`config.mk`:
```
export PLATFORM = sky130hd
export DESIGN_NAME = padc_port
export DESIGN_NICKNAME = d
export VERILOG_FILES = /design/src/rtl/padc_pkg.sv /design/src/rtl/padc_sync.sv /design/src/rtl/padc_conv.sv /design/src/rtl/padc_bus.sv /design/src/rtl/padc_port.sv
export SDC_FILE = /design/constraint.sdc
export NUM_CORES = 1
export LEC_CHECK = 0
export ABC_AREA = 1
export BUFFER_PORTS_ARGS = -buffer_cell sky130_fd_sc_hd__buf_4
export CORE_MARGIN = 2
export CORE_UTILIZATION = 47
export CTS_BUF_LIST = sky130_fd_sc_hd__clkbuf_4 sky130_fd_sc_hd__clkbuf_8 sky130_fd_sc_hd__clkbuf_16
export DETAILED_ROUTE_END_ITERATION = 10
export PLACE_DENSITY = 0.74
export SETUP_SLACK_MARGIN = 0.02
export SLEW_MARGIN = 20
export SYNTH_ARGS = -nofsm -noshare
export SYNTH_HDL_FRONTEND = slang
export SYNTH_SLANG_ARGS = --single-unit
export TNS_END_PERCENT = 10
```
`constraint.sdc`:
```
create_clock -name clk_i -period 1.39 [get_ports clk_i]
set_clock_uncertainty 0.1 [all_clocks]
set_input_delay 0.2085 -clock clk_i [delete_from_list [all_inputs] [get_ports clk_i]]
set_output_delay 0.2085 -clock clk_i [all_outputs]
set_load 0.01 [all_outputs]
```
`src/rtl/padc_pkg.sv`:
```
package padc_pkg;
  typedef enum logic {
    ST_IDLE = 1'b0,
    ST_CONV = 1'b1
  } conv_state_e;

  // bit positions in the synchronised control vector
  localparam int unsigned SIG_CONV  = 0;
  localparam int unsigned SIG_CS    = 1;
  localparam int unsigned SIG_RD    = 2;
  localparam int unsigned SIG_WR    = 3;
  localparam int unsigned SIG_STBY  = 4;
  localparam int unsigned SIG_NAP   = 5;
  localparam int unsigned SIG_MODE2 = 6;
  localparam int unsigned SIG_NUM   = 7;

  // idle levels of the control inputs
  localparam logic [SIG_NUM-1:0] SIG_IDLE = 7'b000_0111;
endpackage

```
`src/rtl/padc_sync.sv`:
```
module padc_sync #(
  parameter int unsigned        W       = 1,
  parameter int unsigned        STAGES  = 2,
  parameter logic [W-1:0]       RST_VAL = '0
) (
  input  logic         clk_i,
  input  logic         rst_ni,
  input  logic [W-1:0] in_i,
  output logic [W-1:0] lvl_o,
  output logic [W-1:0] rise_o,
  output logic [W-1:0] fall_o
);
  logic [W-1:0] pipe_q [STAGES];
  logic [W-1:0] prev_q;

  always_ff @(posedge clk_i or negedge rst_ni) begin
    if (!rst_ni) pipe_q[0] <= RST_VAL;
    else         pipe_q[0] <= in_i;
  end

  for (genvar s = 1; s < STAGES; s++) begin : g_stage
    always_ff @(posedge clk_i or negedge rst_ni) begin
      if (!rst_ni) pipe_q[s] <= RST_VAL;
      else         pipe_q[s] <= pipe_q[s-1];
    end
  end

  always_ff @(posedge clk_i or negedge rst_ni) begin
    if (!rst_ni) prev_q <= RST_VAL;
    else         prev_q <= pipe_q[STAGES-1];
  end

  assign lvl_o  = pipe_q[STAGES-1];
  assign rise_o = pipe_q[STAGES-1] & ~prev_q;
  assign fall_o = ~pipe_q[STAGES-1] & prev_q;
endmodule

```
`src/rtl/padc_conv.sv`:
```
module padc_conv
  import padc_pkg::*;
#(
  parameter int unsigned DATA_W      = 12,
  parameter int unsigned CONV_CYCLES = 20
) (
  input  logic              clk_i,
  input  logic              rst_ni,
  input  logic              start_fall_i,
  input  logic              lowpwr_i,
  input  logic              mode2_i,
  input  logic [DATA_W-1:0] sample_i,
  output logic              busy_o,
  output logic [DATA_W-1:0] result_o
);
  localparam int unsigned CNT_W    = $clog2(CONV_CYCLES + 1);
  localparam logic [CNT_W-1:0] CNT_LOAD = CNT_W'(CONV_CYCLES - 1);

  conv_state_e       state_q;
  logic [CNT_W-1:0]  cnt_q;
  logic [DATA_W-1:0] result_q;
  logic [DATA_W-1:0] pend_q;
  logic              pend_vld_q;
  logic              accept;

  assign accept = start_fall_i && !lowpwr_i;

  always_ff @(posedge clk_i or negedge rst_ni) begin
    if (!rst_ni) begin
      state_q    <= ST_IDLE;
      cnt_q      <= '0;
      result_q   <= '0;
      pend_q     <= '0;
      pend_vld_q <= 1'b0;
    end else begin
      unique case (state_q)
        ST_IDLE: begin
          if (accept) begin
            state_q <= ST_CONV;
            cnt_q   <= CNT_LOAD;
            // deferred result moves out on the next accepted start
            if (pend_vld_q) begin
              result_q   <= pend_q;
              pend_vld_q <= 1'b0;
            end
          end
        end
        ST_CONV: begin
          if (lowpwr_i) begin
            state_q <= ST_IDLE;
          end else if (cnt_q == '0) begin
            state_q <= ST_IDLE;
            if (mode2_i) begin
              pend_q     <= sample_i;
              pend_vld_q <= 1'b1;
            end else begin
              result_q <= sample_i;
            end
          end else begin
            cnt_q <= cnt_q - 1'b1;
          end
        end
        default: state_q <= ST_IDLE;
      endcase
    end
  end

  assign busy_o   = (state_q == ST_IDLE);
  assign result_o = result_q;

  AST_BUSY_FALL_ON_START: assert property (@(posedge clk_i) disable iff (!rst_ni)
    $fell(busy_o) |-> $past(start_fall_i && !lowpwr_i));

  AST_IMMEDIATE_LATCH: assert property (@(posedge clk_i) disable iff (!rst_ni)
    ($rose(busy_o) && !$past(mode2_i) && !$past(lowpwr_i)) |-> (result_o == $past(sample_i)));

  AST_DEFERRED_HOLD: assert property (@(posedge clk_i) disable iff (!rst_ni)
    ($rose(busy_o) && $past(mode2_i)) |-> $stable(result_o));

  AST_RESULT_CHANGE_POINTS: assert property (@(posedge clk_i) disable iff (!rst_ni)
    !$stable(result_o) |-> ($past(start_fall_i) || $rose(busy_o)));

  AST_LOWPWR_IDLE: assert property (@(posedge clk_i) disable iff (!rst_ni)
    lowpwr_i |=> busy_o);

  AST_ABANDON_NO_LOAD: assert property (@(posedge clk_i) disable iff (!rst_ni)
    ($rose(busy_o) && $past(lowpwr_i)) |-> $stable(result_o));
endmodule

```
`src/rtl/padc_bus.sv`:
```
module padc_bus #(
  parameter int unsigned DATA_W = 12
) (
  input  logic              clk_i,
  input  logic              rst_ni,
  input  logic              cs_n_i,
  input  logic              rd_n_i,
  input  logic              wr_i,
  input  logic              wr_fall_i,
  input  logic [DATA_W-1:0] data_i,
  input  logic [DATA_W-1:0] result_i,
  output logic [DATA_W-1:0] data_o,
  output logic              data_oe_o,
  output logic [DATA_W-1:0] offset_o
);
  logic [DATA_W-1:0] offset_q;
  logic              drive;

  // write wins over read
  assign drive = !cs_n_i && !rd_n_i && !wr_i;

  always_ff @(posedge clk_i or negedge rst_ni) begin
    if (!rst_ni)                    offset_q <= '0;
    else if (wr_fall_i && !cs_n_i)  offset_q <= data_i;
  end

  assign data_oe_o = drive;
  assign data_o    = drive ? result_i : '0;
  assign offset_o  = offset_q;

  AST_WRITE_BLOCKS_DRIVE: assert property (@(posedge clk_i) disable iff (!rst_ni)
    wr_i |-> !data_oe_o);

  AST_OFFSET_ON_WR_FALL: assert property (@(posedge clk_i) disable iff (!rst_ni)
    !$stable(offset_o) |-> $past(wr_fall_i && !cs_n_i));

  AST_DRIVE_VALUE: assert property (@(posedge clk_i) disable iff (!rst_ni)
    data_oe_o |-> (data_o == result_i));
endmodule

```
`src/rtl/padc_port.sv`:
```
module padc_port
  import padc_pkg::*;
#(
  parameter int unsigned DATA_W      = 12,
  parameter int unsigned CONV_CYCLES = 20,
  parameter int unsigned SYNC_STAGES = 2
) (
  input  logic              clk_i,
  input  logic              rst_ni,
  input  logic              conv_n_i,
  input  logic              cs_n_i,
  input  logic              rd_n_i,
  input  logic              wr_i,
  input  logic              stby_i,
  input  logic              nap_i,
  input  logic              mode2_i,
  input  logic [DATA_W-1:0] sample_i,
  input  logic [DATA_W-1:0] data_i,
  output logic [DATA_W-1:0] data_o,
  output logic              data_oe_o,
  output logic              busy_o,
  output logic [DATA_W-1:0] offset_o
);
  logic [SIG_NUM-1:0] raw;
  logic [SIG_NUM-1:0] lvl;
  logic [SIG_NUM-1:0] rise;
  logic [SIG_NUM-1:0] fall;
  logic [DATA_W-1:0]  result;
  logic               lowpwr;

  always_comb begin
    raw            = '0;
    raw[SIG_CONV]  = conv_n_i;
    raw[SIG_CS]    = cs_n_i;
    raw[SIG_RD]    = rd_n_i;
    raw[SIG_WR]    = wr_i;
    raw[SIG_STBY]  = stby_i;
    raw[SIG_NAP]   = nap_i;
    raw[SIG_MODE2] = mode2_i;
  end

  padc_sync #(
    .W      (SIG_NUM),
    .STAGES (SYNC_STAGES),
    .RST_VAL(SIG_IDLE)
  ) u_sync (
    .clk_i  (clk_i),
    .rst_ni (rst_ni),
    .in_i   (raw),
    .lvl_o  (lvl),
    .rise_o (rise),
    .fall_o (fall)
  );

  assign lowpwr = lvl[SIG_STBY] || lvl[SIG_NAP];

  padc_conv #(
    .DATA_W     (DATA_W),
    .CONV_CYCLES(CONV_CYCLES)
  ) u_conv (
    .clk_i        (clk_i),
    .rst_ni       (rst_ni),
    .start_fall_i (fall[SIG_CONV]),
    .lowpwr_i     (lowpwr),
    .mode2_i      (lvl[SIG_MODE2]),
    .sample_i     (sample_i),
    .busy_o       (busy_o),
    .result_o     (result)
  );

  padc_bus #(
    .DATA_W(DATA_W)
  ) u_bus (
    .clk_i     (clk_i),
    .rst_ni    (rst_ni),
    .cs_n_i    (lvl[SIG_CS]),
    .rd_n_i    (lvl[SIG_RD]),
    .wr_i      (lvl[SIG_WR]),
    .wr_fall_i (fall[SIG_WR]),
    .data_i    (data_i),
    .result_i  (result),
    .data_o    (data_o),
    .data_oe_o (data_oe_o),
    .offset_o  (offset_o)
  );

  logic unused_rise;
  assign unused_rise = ^rise;
endmodule

```
==> impl_results.md <==
* Synth Area per Inst at 9.81 um2
* Port Buffers at between 50 and 60
* Worst reg-to-reg path cell count at 9
* Core area at 0.00507 mm2
* Crit Path Category: register to output pin
* Max Buffers Root-to-Sink at 2
* Post-synthesis cell type count at 25
* Syn-to-layout area delta at 44.1%
* Worst-path fanout max at 12
* R2R Setup Slk at -0.09 ns
* # IOs at between 50 and 60
* Pwr dens at 1250 mW/mm2
* CTS tree: yes
* Clk_lat worst skew at 0.33 ns
* Family with the most delay on the worst path: flip-flops
* Critical path, cell by cell: nor3_2, inv_2, nor2_1, buf_4
* Worst hold slack at 0.00601 ns
* Commonest non-fill, non-tap cells in the layout: buf_4, nand2_1, dfrtp_1
* Via count at 1910
* Vias in the first global route at 1900
* Antenna violations before repair at 0
* Slowest stage cell on the critical path: dfstp_2
* Max incr delay on CP at 0.37 ns
* Post-DP Area at ~0.0031 mm2
* Total gr overflow at 0
* Largest net degree at the start of global routing at 33
* Vias/cell at approximately 4.6
* Failing checks: setup timing
* Mapped Nets at about 280
* # DRC at 0
* Worst-Margin Slew at 0.406 ns
* Die ar. at around 0.0058 mm2
* Slew Limit Fails at 0
* Initial DRT Pass Iterations at 4
* Total Routing Usage GR at 0.186
* Status: finished with violations
* Final core occ at 0.694
* HP Class: primary input to register
* Seq/Total Area, Yosys at 0.608
* Initial Utilization at 0.482
* Die Y at 76.1 um
* Cts bufs inserted at 9
* Placer congestion estimate at 0.814
* H-tree depth at 3
* Worst VDD drop at 0.797 mV
* Nature of the critical path endpoint: output pin
* Worst Hold Endpoint: u_bus.offset_o[7]
* Most common cell after layout, fill and taps aside: buf_4
* Design area at 0.00352 mm2
* Buf+Inv Stages, Crit Path at 2
* Fmax at 0.624 GHz
* Worst EP required at 1.08 ns
* Startpoint Class: register
* Post-place setup slack at -0.113 ns
* First-pass GRT wire length at 8410 um
* Final setup viols at 40
* Placed Instances at 381
* Share of layout cells above drive strength 1 at 0.368
* Reg-to-reg startpoint: u_conv.cnt_q[0]
* Synthesized area at about 0.0024 mm2
* WL final at 5080 um
* Routed wl met3 at 248 um
* Num rows at 26
* Final min period at between 1.5 and 2 ns
* Post-CTS Setup Inserts at 0
* CTS sink count at between 50 and 60
* Arrival time at the worst endpoint at 1.29 ns
* Filler instances at 396
* Worst Min Path Start: data_i[7]
* Clock-pin slew on the worst setup and hold paths at ~0.06 ns
* Worst reg2reg endpoint: u_conv.result_o[7]
* ANT cells at 0
* Post-detail-place hpwl at 3140 um
* Root Driver: clkbuf_8
* Met1 Wirelength at 2210 um
* Unrepaired setup endpoints after global routing: true
* Period utilization at 1.15
* Worst setup margin at -0.213 ns
* Met2 wire len at 2480 um
* ANT nets after route at 0
* Die X at roughly 76 um
* Fin cells at 415
* Synth warnings at 0
* FF+latch count, synth at 59
* Syn Inst Count at 249
* 1st-iter DRT viols at 105
* Final Hold Fails at 0
* Static Leak at roughly 0.0019 uW
* WHS Path Cells at 2
* Post-DR wirelength/cell at 12.3 um
* Final #Nets at 374
* Max-cap violations at 0
* Max layer used: met4
* Max_slew headroom at 0.729
## per-stage QoR
step           total power (uW)  TNS, ns
2_1_floorplan              2540    -1.23
3_3_place_gp               2870    -1.36
3_5_place_dp               2900    -2.23
4_1_cts                    4380    -4.48
5_1_grt                    4640    -8.08
6_report                   4400    -3.86
## worst register-to-register path, stage by stage (launching register included)
cell	delay (ns)
dfrtp_1	0.40
inv_2	0.08
ha_4	0.14
nand2_4	0.05
nor2_4	0.13
nand3_2	0.09
nand2_2	0.10
nand2_2	0.14
nand2_1	0.11
nand2_1	0.05
## repair_timing
action,in CTS,in global routing
setup endpoints to repair,54,56
hold buffers,18,0
hold endpoints to repair,41,0
pin swaps,3,2
gates resized for setup,11,15
## where the power goes
part	internal, uW	switching [uW]
logic	481	393
clock network	798	614
registers	1970	140
total	3250	1150
## metal layers
metal  GRT usage  vias to the layer above
met5           0                        -
met1       0.221                      888
met2       0.301                       53
li1            -                      957
met3      0.0521                       12
met4       0.115                        0
## how the worst max path moves through the flow
| stage | cells past startpoint | slack (ns) | end | start |
|---|---|---|---|---|
| 2_1_floorplan | 10 | -0.07 | u_conv.result_o[5] | u_conv.cnt_q[1] |
| 3_3_place_gp | 9 | -0.08 | u_conv.cnt_q[0] | u_conv.cnt_q[1] |
| 3_5_place_dp | 9 | -0.11 | u_conv.result_o[7] | u_conv.cnt_q[1] |
| 4_1_cts | 4 | -0.24 | data_o[5] | u_sync.lvl_o[1] |
| 5_1_grt | 4 | -0.33 | data_o[9] | u_sync.lvl_o[1] |
| 6_report | 4 | -0.21 | data_o[5] | u_sync.lvl_o[1] |
## state kept, by name, indices dropped and copies added, names as in the netlist
name,count
u_conv.pend_q,12
u_sync.pipe_q,7
u_conv.pend_vld_q,1
u_conv.result_o,12
u_conv.cnt_q,5
u_bus.offset_o,12
u_conv.state_q,1
u_sync.prev_q,2
u_sync.lvl_o,7
## cells in the mapped netlist (all sizes together)
| cell | n | area share |
|---|---|---|
| nor2 | 19 | 0.030 |
| mux2 | 12 | 0.055 |
| nand2 | 66 | 0.10 |
| xnor2 | 1 | 0.0036 |
| xor2 | 1 | 0.0036 |
| dfrtp | 52 | 0.53 |
| clkbuf | 1 | 0.0015 |
| o21ai | 27 | 0.055 |
| buf | 9 | 0.027 |
| ha | 1 | 0.0051 |
| inv | 31 | 0.048 |
| nand4 | 2 | 0.011 |
| nor3 | 2 | 0.0087 |
| and2 | 1 | 0.0026 |
| dfstp | 7 | 0.075 |
| nand3 | 17 | 0.037 |
## final cells by class
class | count | area (um2) | share of cell area
sequential | 59 | 1490 | 0.422
multi-input combinational | 149 | 873 | 0.248
timing repair buffer | 90 | 774 | 0.220
clock buffer | 14 | 174 | 0.0494
inverter | 31 | 116 | 0.0330
tap | 70 | 87.6 | 0.0249
clock inverter | 2 | 10.0 | 0.00284
## cell families (layout without fill, tap and decap cells)
logic type      Yosys count  in the layout  share of synthesized area
xor+xnor                  2              2                    0.00717
simple gates            107            107                      0.193
compound gates           27             27                     0.0553
flops                    59             59                      0.608
buf+inv                  41            137                     0.0763
fa+ha+maj                 1              1                    0.00512
mux                      12             12                     0.0553
Note: power is estimated with default switching activity, not from simulation.
